<file path="src/rtl/sport_irq_pkg.sv">
package sport_irq_pkg;

    typedef enum logic [1:0] {
        TO_IDLE    = 2'd0,
        TO_COUNT   = 2'd1,
        TO_EXPIRED = 2'd2
    } to_state_e;

    localparam int SRC_OVR  = 0;
    localparam int SRC_TO   = 1;
    localparam int SRC_RXL  = 2;
    localparam int SRC_TXL  = 3;
    localparam int NUM_SRC  = 4;
    localparam int NUM_STICKY = 2;
    localparam int STAT_W   = 32;

endpackage

</file>
<file path="src/rtl/sport_to_timer.sv">
module sport_to_timer
    import sport_irq_pkg::*;
#(
    parameter int TIMEOUT_BITS = 32,
    parameter int CNT_W        = 4
) (
    input  logic             clk,
    input  logic             rst_n,
    input  logic [CNT_W-1:0] rx_count,
    input  logic             rx_pop,
    input  logic             bit_tick,
    output logic             to_event
);
    localparam int TO_W = (TIMEOUT_BITS > 1) ? $clog2(TIMEOUT_BITS) : 1;
    localparam logic [TO_W-1:0] LAST = TO_W'(TIMEOUT_BITS - 1);

    to_state_e       st_q, st_n;
    logic [TO_W-1:0] cnt_q, cnt_n;
    logic            rx_empty;

    assign rx_empty = (rx_count == '0);

    // state and counter registers
    always_ff @(posedge clk or negedge rst_n) begin
        if (!rst_n) begin
            st_q  <= TO_IDLE;
            cnt_q <= '0;
        end else begin
            st_q  <= st_n;
            cnt_q <= cnt_n;
        end
    end

    // output decode
    always_comb begin
        to_event = 1'b0;
        unique case (st_q)
            TO_COUNT: to_event = !rx_empty && !rx_pop && bit_tick && (cnt_q == LAST);
            default:  to_event = 1'b0;
        endcase
    end

    // next state
    always_comb begin
        st_n  = st_q;
        cnt_n = cnt_q;
        unique case (st_q)
            TO_IDLE: begin
                cnt_n = '0;
                if (!rx_empty) st_n = TO_COUNT;
            end
            TO_COUNT: begin
                if (rx_empty) begin
                    st_n  = TO_IDLE;
                    cnt_n = '0;
                end else if (rx_pop) begin
                    cnt_n = '0;
                end else if (to_event) begin
                    st_n  = TO_EXPIRED;
                    cnt_n = '0;
                end else if (bit_tick) begin
                    cnt_n = cnt_q + 1'b1;
                end
            end
            TO_EXPIRED: begin
                cnt_n = '0;
                if (rx_empty)    st_n = TO_IDLE;
                else if (rx_pop) st_n = TO_COUNT;
            end
            default: begin
                st_n  = TO_IDLE;
                cnt_n = '0;
            end
        endcase
    end

endmodule

</file>
<file path="src/rtl/sport_sticky_flag.sv">
module sport_sticky_flag (
    input  logic clk,
    input  logic rst_n,
    input  logic set_i,
    input  logic clr_i,
    output logic q
);
    always_ff @(posedge clk or negedge rst_n) begin
        if (!rst_n)     q <= 1'b0;
        else if (set_i) q <= 1'b1;
        else if (clr_i) q <= 1'b0;
    end
endmodule

</file>
<file path="src/rtl/sport_level_flags.sv">
module sport_level_flags #(
    parameter int DEPTH = 8,
    parameter int CNT_W = 4
) (
    input  logic [CNT_W-1:0] rx_count,
    input  logic [CNT_W-1:0] tx_count,
    output logic             rx_half_full,
    output logic             tx_half_empty
);
    localparam logic [CNT_W-1:0] HALF = CNT_W'(DEPTH / 2);

    assign rx_half_full  = (rx_count >= HALF);
    assign tx_half_empty = (tx_count <= HALF);
endmodule

</file>
<file path="src/rtl/sport_irq_status.sv">
module sport_irq_status
    import sport_irq_pkg::*;
#(
    parameter int DEPTH        = 8,
    parameter int TIMEOUT_BITS = 32,
    parameter int CNT_W        = $clog2(DEPTH + 1)
) (
    input  logic                  clk,
    input  logic                  rst_n,
    input  logic [CNT_W-1:0]      rx_count,
    input  logic [CNT_W-1:0]      tx_count,
    input  logic                  rx_frame_done,
    input  logic                  rx_pop,
    input  logic                  bit_tick,
    input  logic                  mask_wr,
    input  logic [NUM_SRC-1:0]    mask_wdata,
    input  logic                  clr_wr,
    input  logic [NUM_STICKY-1:0] clr_wdata,
    output logic [NUM_SRC-1:0]    raw_status,
    output logic [STAT_W-1:0]     masked_status,
    output logic [NUM_SRC-1:0]    mask_q,
    output logic                  irq
);
    localparam logic [CNT_W-1:0] FULL = CNT_W'(DEPTH);

    logic [NUM_STICKY-1:0] sticky_set;
    logic [NUM_STICKY-1:0] sticky_q;
    logic                  to_event;
    logic                  rx_lvl, tx_lvl;

    sport_to_timer #(
        .TIMEOUT_BITS (TIMEOUT_BITS),
        .CNT_W        (CNT_W)
    ) u_timer (
        .clk      (clk),
        .rst_n    (rst_n),
        .rx_count (rx_count),
        .rx_pop   (rx_pop),
        .bit_tick (bit_tick),
        .to_event (to_event)
    );

    sport_level_flags #(
        .DEPTH (DEPTH),
        .CNT_W (CNT_W)
    ) u_levels (
        .rx_count      (rx_count),
        .tx_count      (tx_count),
        .rx_half_full  (rx_lvl),
        .tx_half_empty (tx_lvl)
    );

    assign sticky_set[SRC_OVR] = rx_frame_done && (rx_count == FULL);
    assign sticky_set[SRC_TO]  = to_event;

    for (genvar i = 0; i < NUM_STICKY; i++) begin : g_sticky
        sport_sticky_flag u_flag (
            .clk   (clk),
            .rst_n (rst_n),
            .set_i (sticky_set[i]),
            .clr_i (clr_wr && clr_wdata[i]),
            .q     (sticky_q[i])
        );
    end

    always_ff @(posedge clk or negedge rst_n) begin
        if (!rst_n)       mask_q <= '0;
        else if (mask_wr) mask_q <= mask_wdata;
    end

    assign raw_status[SRC_OVR] = sticky_q[SRC_OVR];
    assign raw_status[SRC_TO]  = sticky_q[SRC_TO];
    assign raw_status[SRC_RXL] = rx_lvl;
    assign raw_status[SRC_TXL] = tx_lvl;

    for (genvar b = 0; b < STAT_W; b++) begin : g_mis
        if (b < NUM_SRC) begin : g_src
            assign masked_status[b] = raw_status[b] & mask_q[b];
        end else begin : g_rsv
            assign masked_status[b] = 1'b0;
        end
    end

    assign irq = |masked_status[NUM_SRC-1:0];

endmodule

</file>
<file path="config.mk">
export PLATFORM = sky130hd
export DESIGN_NAME = sport_irq_status
export DESIGN_NICKNAME = d
export VERILOG_FILES = /design/src/rtl/sport_irq_pkg.sv /design/src/rtl/sport_to_timer.sv /design/src/rtl/sport_sticky_flag.sv /design/src/rtl/sport_level_flags.sv /design/src/rtl/sport_irq_status.sv
export SDC_FILE = /design/constraint.sdc
export NUM_CORES = 1
export LEC_CHECK = 0
export BUFFER_PORTS_ARGS = -buffer_cell sky130_fd_sc_hd__buf_4
export CAP_MARGIN = 10
export CORE_MARGIN = 4
export CORE_UTILIZATION = 25
export CTS_CLUSTER_SIZE = 14
export DETAILED_ROUTE_END_ITERATION = 8
export GPL_ROUTABILITY_DRIVEN = 0
export GPL_TIMING_DRIVEN = 0
export HOLD_SLACK_MARGIN = 0.1
export PLACE_DENSITY = 0.62
export SETUP_SLACK_MARGIN = 0.3
export SLEW_MARGIN = 10
export SYNTH_ARGS = -nofsm -noshare
export SYNTH_HDL_FRONTEND = slang
export SYNTH_SLANG_ARGS = --single-unit
</file>
<file path="constraint.sdc">
create_clock -name clk -period 5.5 [get_ports clk]
set_clock_uncertainty 0.05 [all_clocks]
set_input_delay 0.275 -clock clk [delete_from_list [all_inputs] [get_ports clk]]
set_output_delay 0.275 -clock clk [all_outputs]
set_load 0.03 [all_outputs]
</file>
==> key figures <==
GRT
  • GR met1 Demand/Resource: 8.96%
  • M3 GR Usage: 2.46%
  • GRT busiest layer: met2
  • GR Util met2: 13.2%
  • GRT Total Usage: 7.96%
  • Initial antenna violation count: 0
  • Vias in the first global route: around 630
  • Largest net degree at the start of global routing: 14
  • Congestion Overflow GR: 0
  • First-pass GRT wire length: roughly 2700 µm

Setup path
  • Crit-path max FO: 6
  • Crit path arrival time: 2050 ps
  • Reg2reg setup slack: 3600 ps
  • Crit start category: flip-flop
  • Data required time of the worst path: around 5700 ps
  • CP endpoint kind: flip-flop
  • CP Class: reg -> reg

Die
  • Die X: 68.1 µm
  • Ports: slightly above 60
  • Initial Utilization: about a quarter
  • Die height: 68.1 µm
  • FP Rows: 21
  • Floorplan core area: 3420 µm²
  • Die area: 4630 µm²

Clock tree
  • Root cell of the clock tree: clkbuf_4
  • Max Root-Sink Buffers: 2
  • CTS HTree Levels: 1
  • CTS tree: done
  • Clock Latency Late Sink: 270 ps
  • Clock transition at the registers of the reported paths: 70 ps
  • CTS Buf Count: 3
  • Clock sink total: 13
  • Postcts setup bufs: 0

Final layout
  • P&R area growth vs syn: 49.1%
  • # fillers: about 380
  • Most frequent cells in the layout: 65 x buf_4, 28 x conb_1, 13 x dfrtp_1, 6 x nand2_1, 5 x mux2_2
  • Share of cells above drive strength 1: 46.9%
  • Commonest non-fill, non-tap cell in the layout: buf_4
  • Area of the multi-input gates: 425 µm²
  • Sequential cell area: 325 µm²
  • Post-route insts no fill: 206
  • N_diodes: 0
  • Final core occ: 39.4%
  • Nets: around 180

Drt
  • Routed len/inst: roughly 9.5 µm
  • Via Count: 758
  • Residual DRC count: 0
  • Vias per std cell: about 3.7
  • DRT iter0 DRCs: 11
  • TritonRoute pass-1 iters: 4
  • Routed WL: 1970 µm
  • Routed Antenna Nets: 0

Placement
  • Port buffer count: 33
  • Placed cells: 201
  • DP HPWL: roughly 1700 µm

STA
  • Fmax: about 530 MHz
  • RSZ-0062 raised after global routing: no
  • Worst hold slack: 119 ps
  • Final setup TNS: 0 ps
  • Pins Over Slew Limit: 0
  • Setup violators final: 0
  • Final Cycle Share: 34.6%
  • Hold Fails Final Rpt: 0
  • Fin crit period: roughly 1900 ps

Logic synthesis
  • Avg Inst Size Synth: 9.50 µm²
  • YS warnings: 0
  • Seq/Total Area, Yosys: 36.1%
  • Synthesized cell area: 902 µm²
  • Post-Synthesis Cells: 95
  • Unique masters post-synth: 31
  • Synth Register Bits: 13

Power and ir drop
  • Comb power frac: 37.7%
  • Psw: a little under 90 µW
  • Switching share of total power: 34.4%
  • Worst VDD drop: ~0.064 mV
  • Seq pwr share: 40.4%
  • Pleak: around 0.73 nW
  • Clock power frac: 21.9%
  • Internal Power: 169 µW
  • Power per Cell Area: 192 nW/µm²

Run
  • Max cap viols: 0

Min path
  • Hold crit path type: in -> reg

Run status
  • Status: finished clean
## kinds of logic (layout without fill, tap and decap cells)
group	after synthesis	after routing	share of synthesized area, %
buf+inv	35	73	28.0
simple gates	27	27	16.6
fa+ha+maj	2	2	2.77
flops	13	13	36.1
mux	6	6	7.35
compound gates	11	11	8.74
other cells	1	28	0.416
## cell type report
type	instances	share of cell area (%)
buffer	33	18.2
timing repair buffer	34	19.2
tap	46	4.28
multi-input combinational	74	31.6
inverter	2	0.558
sequential	13	24.2
clock buffer	4	1.95
## metrics by stage
stage / area, µm² / power [mW] / setup slack, ps
4_1_cts: 1350 / 0.261 / 3590
3_5_place_dp: 1310 / 0.203 / 3600
3_3_place_gp: 1310 / 0.201 / 3660
5_1_grt: 1350 / 0.274 / 3520
2_1_floorplan: 1000 / 0.174 / 3730
6_report: 1350 / 0.258 / 3600
## power groups by stage
stage                     combinational (mW)  sequential [mW]  clock (mW)
after global placement                0.0956            0.106           0
after detailed placement              0.0963            0.106           0
after global routing                   0.104            0.105      0.0652
final                                 0.0972            0.104      0.0566
after floorplan                       0.0630            0.111           0
after CTS                             0.0969            0.104      0.0598
## flip-flops by register name, indices dropped and copies added (netlist names)
signal,cells
g_sticky.u_flag.q,2
mask_q,4
u_timer.cnt_q,5
u_timer.st_q,2
## critical path, stage by stage, from the launching register on
cell and delay [ps]:
dfrtp_1 410, ha_1 240, and3_1 200, ha_1 250, or4_1 520, a31oi_1 160
## routing by layer
| metal | vias to the layer above | wire (µm) | share of wire [%] |
|---|---|---|---|
| met5 | - | 0 | 0 |
| met4 | 0 | 20 | 1.0 |
| met3 | 2 | 278 | 14 |
| met2 | 41 | 965 | 49 |
| met1 | 320 | 702 | 36 |
| li1 | 395 | - | - |
## cells in the mapped netlist
library cell,n,area share [%]
a31oi_1,1,0.69
and3_1,1,0.69
and2_1,4,2.8
ha_1,2,2.8
a21oi_1,2,1.1
a211oi_1,1,0.83
or2_2,1,0.69
inv_1,2,0.83
buf_2,1,0.55
mux2i_1,1,1.1
dfrtp_1,13,36
o21a_1,1,0.83
nand2_1,6,2.5
nor2b_1,1,0.69
o21ai_1,1,0.55
or4_1,1,0.83
a21o_1,1,0.83
buf_4,32,27
nor4_1,1,0.69
nor3_1,1,0.55
nor4b_1,1,0.97
a22o_1,1,0.97
nand3_1,2,1.1
nand3b_1,2,1.7
a22oi_1,2,1.7
conb_1,1,0.42
a2111o_1,1,1.2
or4b_1,1,1.1
mux2_2,5,6.2
nor2_1,4,1.7
nand2b_1,1,0.69
## worst paths after layout
check / depth (start not counted) / start / end
setup / recovery: 5 / u_timer.cnt_q[0] / u_timer.cnt_q[3]
hold / removal: 2 / rx_pop / u_timer.st_q[1]
setup reg to reg: 5 / u_timer.cnt_q[0] / u_timer.cnt_q[3]
hold reg to reg: 1 / u_timer.st_q[1] / u_timer.st_q[0]
max in group asynchronous: 2 / rst_n / mask_q[0]
min in group asynchronous: 2 / rst_n / mask_q[3]
## timing repair
item | in CTS | in global routing
hold endpoints to repair | 13 | 0
gates resized for setup | 0 | 0
hold buffers | 1 | 0
Note: power is estimated with default switching activity, not from simulation.
